==> config.mk <==
export PLATFORM = sky130hd
export DESIGN_NAME = lane_mask_stack
export DESIGN_NICKNAME = d
export VERILOG_FILES = /design/src/rtl/lms_pkg.sv /design/src/rtl/lms_store.sv /design/src/rtl/lms_ctrl.sv /design/src/rtl/lane_mask_stack.sv
export SDC_FILE = /design/constraint.sdc
export NUM_CORES = 1
export LEC_CHECK = 0
export BUFFER_PORTS_ARGS = -buffer_cell sky130_fd_sc_hd__buf_2
export CORE_AREA = 3 3 281 145
export DETAILED_ROUTE_END_ITERATION = 8
export DIE_AREA = 0 0 284 148
export PLACE_DENSITY = 0.55
export SLEW_MARGIN = 25
export SYNTH_ARGS = -nofsm -noshare
export SYNTH_HDL_FRONTEND = slang
export SYNTH_SLANG_ARGS = --single-unit
==> constraint.sdc <==
create_clock -name clk -period 2.9 [get_ports clk]
set_input_delay 0.435 -clock clk [delete_from_list [all_inputs] [get_ports clk]]
set_output_delay 0.435 -clock clk [all_outputs]
set_load 0.1 [all_outputs]
==> src/rtl/lms_pkg.sv <==
package lms_pkg;

    localparam int LMS_LANES_DEF = 32;
    localparam int LMS_DEPTH_DEF = 8;

    typedef enum logic [1:0] {
        CMD_IDLE = 2'b00,
        CMD_PUSH = 2'b01,
        CMD_FLIP = 2'b10,
        CMD_POP  = 2'b11
    } lms_cmd_e;

endpackage

==> src/rtl/lms_store.sv <==
module lms_store #(
    parameter int LANES = 32,
    parameter int DEPTH = 8,
    localparam int IDX_W = (DEPTH > 1) ? $clog2(DEPTH) : 1
) (
    input  logic             clk,
    input  logic             rst,
    input  logic             wr_en,
    input  logic [IDX_W-1:0] wr_idx,
    input  logic [LANES-1:0] wr_data,
    input  logic [IDX_W-1:0] rd_idx,
    output logic [LANES-1:0] rd_data
);
    logic [LANES-1:0] entry_q [DEPTH];

    always_ff @(posedge clk) begin
        if (rst) begin
            for (int i = 0; i < DEPTH; i++) entry_q[i] <= '0;
        end else if (wr_en) begin
            for (int i = 0; i < DEPTH; i++)
                if (wr_idx == IDX_W'(i)) entry_q[i] <= wr_data;
        end
    end

    always_comb begin
        rd_data = '0;
        for (int i = 0; i < DEPTH; i++)
            if (rd_idx == IDX_W'(i)) rd_data = entry_q[i];
    end
endmodule

==> src/rtl/lms_ctrl.sv <==
module lms_ctrl
    import lms_pkg::*;
#(
    parameter int LANES = 32,
    parameter int DEPTH = 8,
    localparam int IDX_W = (DEPTH > 1) ? $clog2(DEPTH) : 1,
    localparam int PTR_W = $clog2(DEPTH + 1)
) (
    input  logic             clk,
    input  logic             rst,
    input  lms_cmd_e         cmd,
    input  logic [LANES-1:0] pred,
    input  logic [LANES-1:0] top_mask,
    output logic             save_en,
    output logic [IDX_W-1:0] save_idx,
    output logic [IDX_W-1:0] top_idx,
    output logic [LANES-1:0] mask,
    output logic [PTR_W-1:0] depth,
    output logic             ovf,
    output logic             unf
);
    logic [LANES-1:0] mask_n;
    logic [PTR_W-1:0] depth_n;
    logic [PTR_W-1:0] depth_m1;
    logic             ovf_n, unf_n;
    logic             full, empty;

    assign full     = (depth == PTR_W'(DEPTH));
    assign empty    = (depth == '0);
    assign depth_m1 = depth - 1'b1;
    assign top_idx  = depth_m1[IDX_W-1:0];
    assign save_idx = depth[IDX_W-1:0];

    always_comb begin
        mask_n  = mask;
        depth_n = depth;
        save_en = 1'b0;
        ovf_n   = 1'b0;
        unf_n   = 1'b0;
        unique case (cmd)
            CMD_PUSH: begin
                if (full) begin
                    ovf_n = 1'b1;
                end else begin
                    save_en = 1'b1;
                    mask_n  = mask & pred;
                    depth_n = depth + 1'b1;
                end
            end
            CMD_FLIP: begin
                if (empty) unf_n = 1'b1;
                else       mask_n = top_mask & ~pred;
            end
            CMD_POP: begin
                if (empty) begin
                    unf_n = 1'b1;
                end else begin
                    mask_n  = top_mask;
                    depth_n = depth_m1;
                end
            end
            default: ;
        endcase
    end

    always_ff @(posedge clk) begin
        if (rst) begin
            mask  <= '1;
            depth <= '0;
            ovf   <= 1'b0;
            unf   <= 1'b0;
        end else begin
            mask  <= mask_n;
            depth <= depth_n;
            ovf   <= ovf_n;
            unf   <= unf_n;
        end
    end
endmodule

==> src/rtl/lane_mask_stack.sv <==
module lane_mask_stack
    import lms_pkg::*;
#(
    parameter int LANES = LMS_LANES_DEF,
    parameter int DEPTH = LMS_DEPTH_DEF
) (
    input  logic                         clk,
    input  logic                         rst,
    input  logic [1:0]                   cmd_i,
    input  logic [LANES-1:0]             pred_i,
    input  logic                         issue_i,
    output logic [LANES-1:0]             active_mask_o,
    output logic [LANES-1:0]             exec_o,
    output logic [$clog2(DEPTH+1)-1:0]   depth_o,
    output logic                         overflow_o,
    output logic                         underflow_o
);
    localparam int IDX_W = (DEPTH > 1) ? $clog2(DEPTH) : 1;

    lms_cmd_e         cmd;
    logic             save_en;
    logic [IDX_W-1:0] save_idx, top_idx;
    logic [LANES-1:0] top_mask;

    assign cmd = lms_cmd_e'(cmd_i);

    lms_ctrl #(.LANES(LANES), .DEPTH(DEPTH)) u_ctrl (
        .clk      (clk),
        .rst      (rst),
        .cmd      (cmd),
        .pred     (pred_i),
        .top_mask (top_mask),
        .save_en  (save_en),
        .save_idx (save_idx),
        .top_idx  (top_idx),
        .mask     (active_mask_o),
        .depth    (depth_o),
        .ovf      (overflow_o),
        .unf      (underflow_o)
    );

    lms_store #(.LANES(LANES), .DEPTH(DEPTH)) u_store (
        .clk     (clk),
        .rst     (rst),
        .wr_en   (save_en),
        .wr_idx  (save_idx),
        .wr_data (active_mask_o),
        .rd_idx  (top_idx),
        .rd_data (top_mask)
    );

    for (genvar l = 0; l < LANES; l++) begin : g_lane
        assign exec_o[l] = issue_i & active_mask_o[l];
    end
endmodule

# After elaboration in Yosys (flattened, before gate mapping)
# Memory sizes are Yosys's and may differ from the RTL's.
# Index checks and enable logic that the tools add are counted.
# Widths: inputs -> output; s select.
# totals
ram_bits	256
mem_count	1
wordCells	144
regBits	38
# op_classes
n_reduce_logical	10
eq_ne	21
n_bitwise	45
n_mux	61
add_sub_neg	2
# mem_list
name	words	word_bits	read_ports	rd_ports_with_merged_regs	wr	line	source
u_store.entry_q	8	32	8	0	8	lms_store.sv:14	logic [LANES-1:0] entry_q [DEPTH];
# ops
cell	n
$mux 32	19
$pmux 32 s3	1
$and 32x32->32	2
$mux 1	38
$and 1x1->1	32
$not 32->32	1
$eq 3x3->1 const B	8
$eq 3x2->1 const B	4
$mux 4	2
$or 1x1->1	8
$pmux 4 s2	1
$eq 3x1->1 const B	2
$logic_not 3->1	2
$ne 2x2->1 const B	3
$reduce_or 2->1	3
$add 4x1->4 const B	1
$eq 2x2->1 const B	2
$eq 4x4->1 const B	1
$logic_not 4->1	1
$reduce_and 4->1	1
$sub 4x1->4 const B	1
$reduce_and 3->1	1
$reduce_bool 3->1	1
$eq 2x1->1 const B	1
other kinds (2)	3

# Longest topological paths before layout
# logic_depth
ltp_word	13
depth_mapped	9

# By module
# Synthesis repeated with hierarchy kept, for this count alone.
# unflattened
cells_unflattened	1201
hier_area_um2	13937.1
# by_module_without_submodules
mod	n_inst	cells_each	area_each_um2	seq_area_each_um2
lms_store	1	924	11488.5	7687.4
lms_ctrl	1	242	2193.4	760.7
lane_mask_stack	1	35	255.2	0.0

# Least setup slack after synthesis
# Ideal clock, no wire load.
# synth_path
kind	register to register
startpoint	register u_ctrl.depth[0]
endpoint	memory u_store.entry_q[1][0], in the netlist u_store.entry_q[0][32] (enable)
arrival_time_ns	3.055
stages_incl_launch_ff	8
setup_slack_ns	-0.545
t_required_ns	2.511
setup_ns	0.389
cell_sequence	dfxtp_1 inv_1 ha_1 buf_4 a211oi_1 nand2_1 clkbuf_1 nand2_1
# synth_lines
item	line	source
start, declared	lms_ctrl.sv:18	output logic [PTR_W-1:0] depth,
start signal, assigned	lms_ctrl.sv:74	depth <= depth_n;
end, declared	lms_store.sv:14	

==> results list <==
- The number of nets handed over by synthesis was 1,208.
- The initial utilization of the core area, before any placement, comes to 34.8%.
- At the worst endpoint, the arrival time is 2630 ps.
* Area growth from synthesis to layout: 15.6%
- Chip height: 148 µm
* Worst rel slew slack: 42.1%
- Among all stages on the critical path, the largest delay is contributed by sky130_fd_sc_hd__dfxtp_2.
* Combinational family with the most area after synthesis: compound AO/OA/AOI/OAI gates
- Largest fanout on the critical path: 20
- Post-route clock period utilization: 81.9%
- Clock-pin slew was measured on the worst setup and hold paths at 70 ps.
- Entering global routing, the biggest net connects 48 pins.
* Unrepaired setup endpoints after global routing: false
* F_max: 421 MHz
- The synthesized netlist devotes 17.4% of its cell area to compound gates.
* WL/cell: 23.3 µm
- Non-filler cells, final: 1,806
- Buffers inserted to repair hold after CTS numbered 0.
- Initial DRC count: 988
* Final period demand of the worst path: 2380 ps
- Adder-Cell Fraction of Synth Area: 0.748%
- Utilization after layout: 40.2%
* Netlist area before placement: 13,400 µm²
- FF+latch count, synth: 294
- Routed wire length: 42.0 mm
* Gpl congestion: 0.798
- Die Span X: 284 µm
- Io pins: 107
- For this run, design rule violations remaining after detail routing come to 0.
* Total GRT Usage: 19.6%
* Post-CTS Setup Repair Bufs: 0
* Final antenna-violating net count: 0
* XOR/XNOR share of the synthesized area: 0.523%
- Traced cell by cell, the critical path runs through inv_1 > ha_2 > buf_4 > a211oi_1 > nand2_1 > nand2_2 > buf_12.
* Post-Synthesis Cells: 1,163
- Measured against the total synthesized area, the mux share comes to 0%.
- Nets@finish: 1,299
- Setup Total Neg Slack: 0 ps
- The floorplan step defined a die boundary enclosing 42,000 µm².
* Overall power after layout: 13,900 µW
* Via count of the first global-routing pass: 9,182
- Summing over every cut layer, the via total after detailed routing is 9,681.
* Number of search-and-repair iterations in the first detailed-routing pass: 6
- Number of antenna cells inserted: 0
* Count of final hold-check violations: 0
- TritonCTS built the clock tree.
* Cts bufs inserted: 28
* Placed cell count: 1,754
* Min Hold Slack: 153 ps
- In this run the worst hold path is classified as input pin to flop.
* Number of antenna violations at the first check in global routing: 0
* Data required time of the worst path: 3160 ps
- The max-slew violation count was 0.
* Leakage power: 0.00590 µW
- In this run the core area contains 51 standard-cell rows.
- Buffers added on ports: 106
- Number of gates given a new drive strength after cts: 0
* First-pass GRT wire length: 61.9 mm
* Post-synthesis sequential area ratio: 63.1%
- Summed over all layers, the global routing overflow is 0.
- The clock reaches the later pin of the worst-skew pair after 560 ps.
- In the layout the commonest cells are sky130_fd_sc_hd__edfxtp_1, sky130_fd_sc_hd__nor2_1, sky130_fd_sc_hd__buf_2.
* CORE AREA: 38,500 µm²
- Counting distinct cell types in the post-synthesis netlist gives 45.
- The clock arrives with 15.3 ps of skew.
- Power per cell area: 895 nW/µm²
- Longest individual stage delay on the worst path: 420 ps
- For the pin with the worst max-slew slack, the measured transition is 868 ps.
* CTS max path bufs: 3
* Worst Setup Start Kind: flop
* Via density: 5.36
- Ratio of cells with drive above 1 in the final layout: 21.9%
- Result of the run: finished, final reports clean
- Kind of critical path: flop to flop
- Number of max-cap violations: 0
- The worst-case IR drop observed on VDD is 0.000373 V.
* Crit. End Element: flop
- Once detailed placement completed, the half-perimeter wirelength came to 26.2 mm.
- Leaving out fill and tap cells, the most frequent cell in the layout is sky130_fd_sc_hd__edfxtp_1.
* Count of endpoints failing setup in the final report: 0
* CTS sink count: 294
* Syn avg cell area: 11.5 µm²
* Clock tree root driver cell: sky130_fd_sc_hd__clkbuf_16
- Level count of the clock H-tree: 1
- Simple-gate share of the synthesized area: 12.0%
- The Yosys step of the flow raised 0 warnings.
## sequential cells by signal (all words and copies together) (netlist names)
signal and count:
u_store.entry_q 256, u_ctrl.depth 4, u_ctrl.mask 32, u_ctrl.ovf 1, u_ctrl.unf 1
## per-stage QoR
stage          worst slack [ps]  area, µm²
3_5_place_dp                539      14500
2_1_floorplan              50.2      13400
4_1_cts                     520      15500
6_report                    523      15500
3_3_place_gp                588      14500
5_1_grt                     358      15500
## final timing paths
kind                                start                                   end  slack (ps)  depth (start not counted)
min                             pred_i[1]           u_ctrl.mask[1]$_SDFFE_PP1P_         150                          3
min reg2reg   u_ctrl.mask[6]$_SDFFE_PP1P_           u_ctrl.mask[6]$_SDFFE_PP1P_         570                          2
max reg2reg  u_ctrl.depth[0]$_SDFFE_PP0P_  u_store.entry_q[0][80]$_SDFFCE_PN0P_         520                          7
max          u_ctrl.depth[0]$_SDFFE_PP0P_  u_store.entry_q[0][80]$_SDFFCE_PN0P_         520                          7
## final cells by class
cell class,count,area (µm²)
Sequential cell,294,8450
Tap cell,530,663
Fill cell,3652,23000
Clock buffer,41,790
Timing Repair Buffer,154,916
Multi-Input combinational cell,675,4140
Clock inverter,11,140
Inverter,101,379
## routing by layer
layer	track usage, %	routed length [µm]	up-vias
met3	3.71	3450	46
met4	3.00	608	0
li1	-	-	4356
met1	32.3	21100	4887
met2	26.7	16800	392
met5	0	0	-
## cell usage after synthesis (all sizes together)
cell type,n,area (µm²)
a211oi,33,248
a21oi,83,415
a221o,14,140
a221oi,33,339
a22o,13,114
a31o,1,8.76
a31oi,2,12.5
and2,32,200
and2b,1,7.51
and4b,1,10.0
buf,40,269
clkbuf,53,199
dfxtp,38,761
edfxtp,256,7690
ha,8,100
inv,101,379
nand2,100,375
nand2b,3,26.3
nand3,2,10.0
nor2,227,902
nor2b,5,33.8
nor4,1,6.26
nor4b,2,17.5
o21a,1,15.0
o21ai,39,195
o221ai,33,420
o22ai,1,6.26
o311a,1,10.0
o31ai,1,7.51
o32ai,31,392
or2,1,6.26
or3,1,6.26
xnor2,2,25.0
xor2,3,45.1
## power breakdown
| group | leakage, µW | internal, µW | switching (µW) |
|---|---|---|---|
| combinational | 0.00249 | 962 | 3690 |
| sequential | 0.00295 | 5110 | 317 |
| clock | 0.000459 | 2160 | 1620 |
| total | 0.00590 | 8230 | 5630 |
## critical path, delay by kind of cell, from the launching register on
kind | cells | cell delay (ps)
fa+ha+maj | 1 | 240
buf+inv | 3 | 580
compound gates | 1 | 350
flops | 1 | 420
simple gates | 2 | 460
## kinds of logic (layout without fill, tap and decap cells)
kind of cell             Yosys count  count (layout)
AO/OA/AOI/OAI                    286             286
XOR/XNOR                           5               5
adder cells (fa/ha/maj)            8               8
buffers and inverters            194             307
flip-flops                       294             294
AND/OR/NAND/NOR                  376             376
Note: power is estimated with default switching activity, not from simulation.
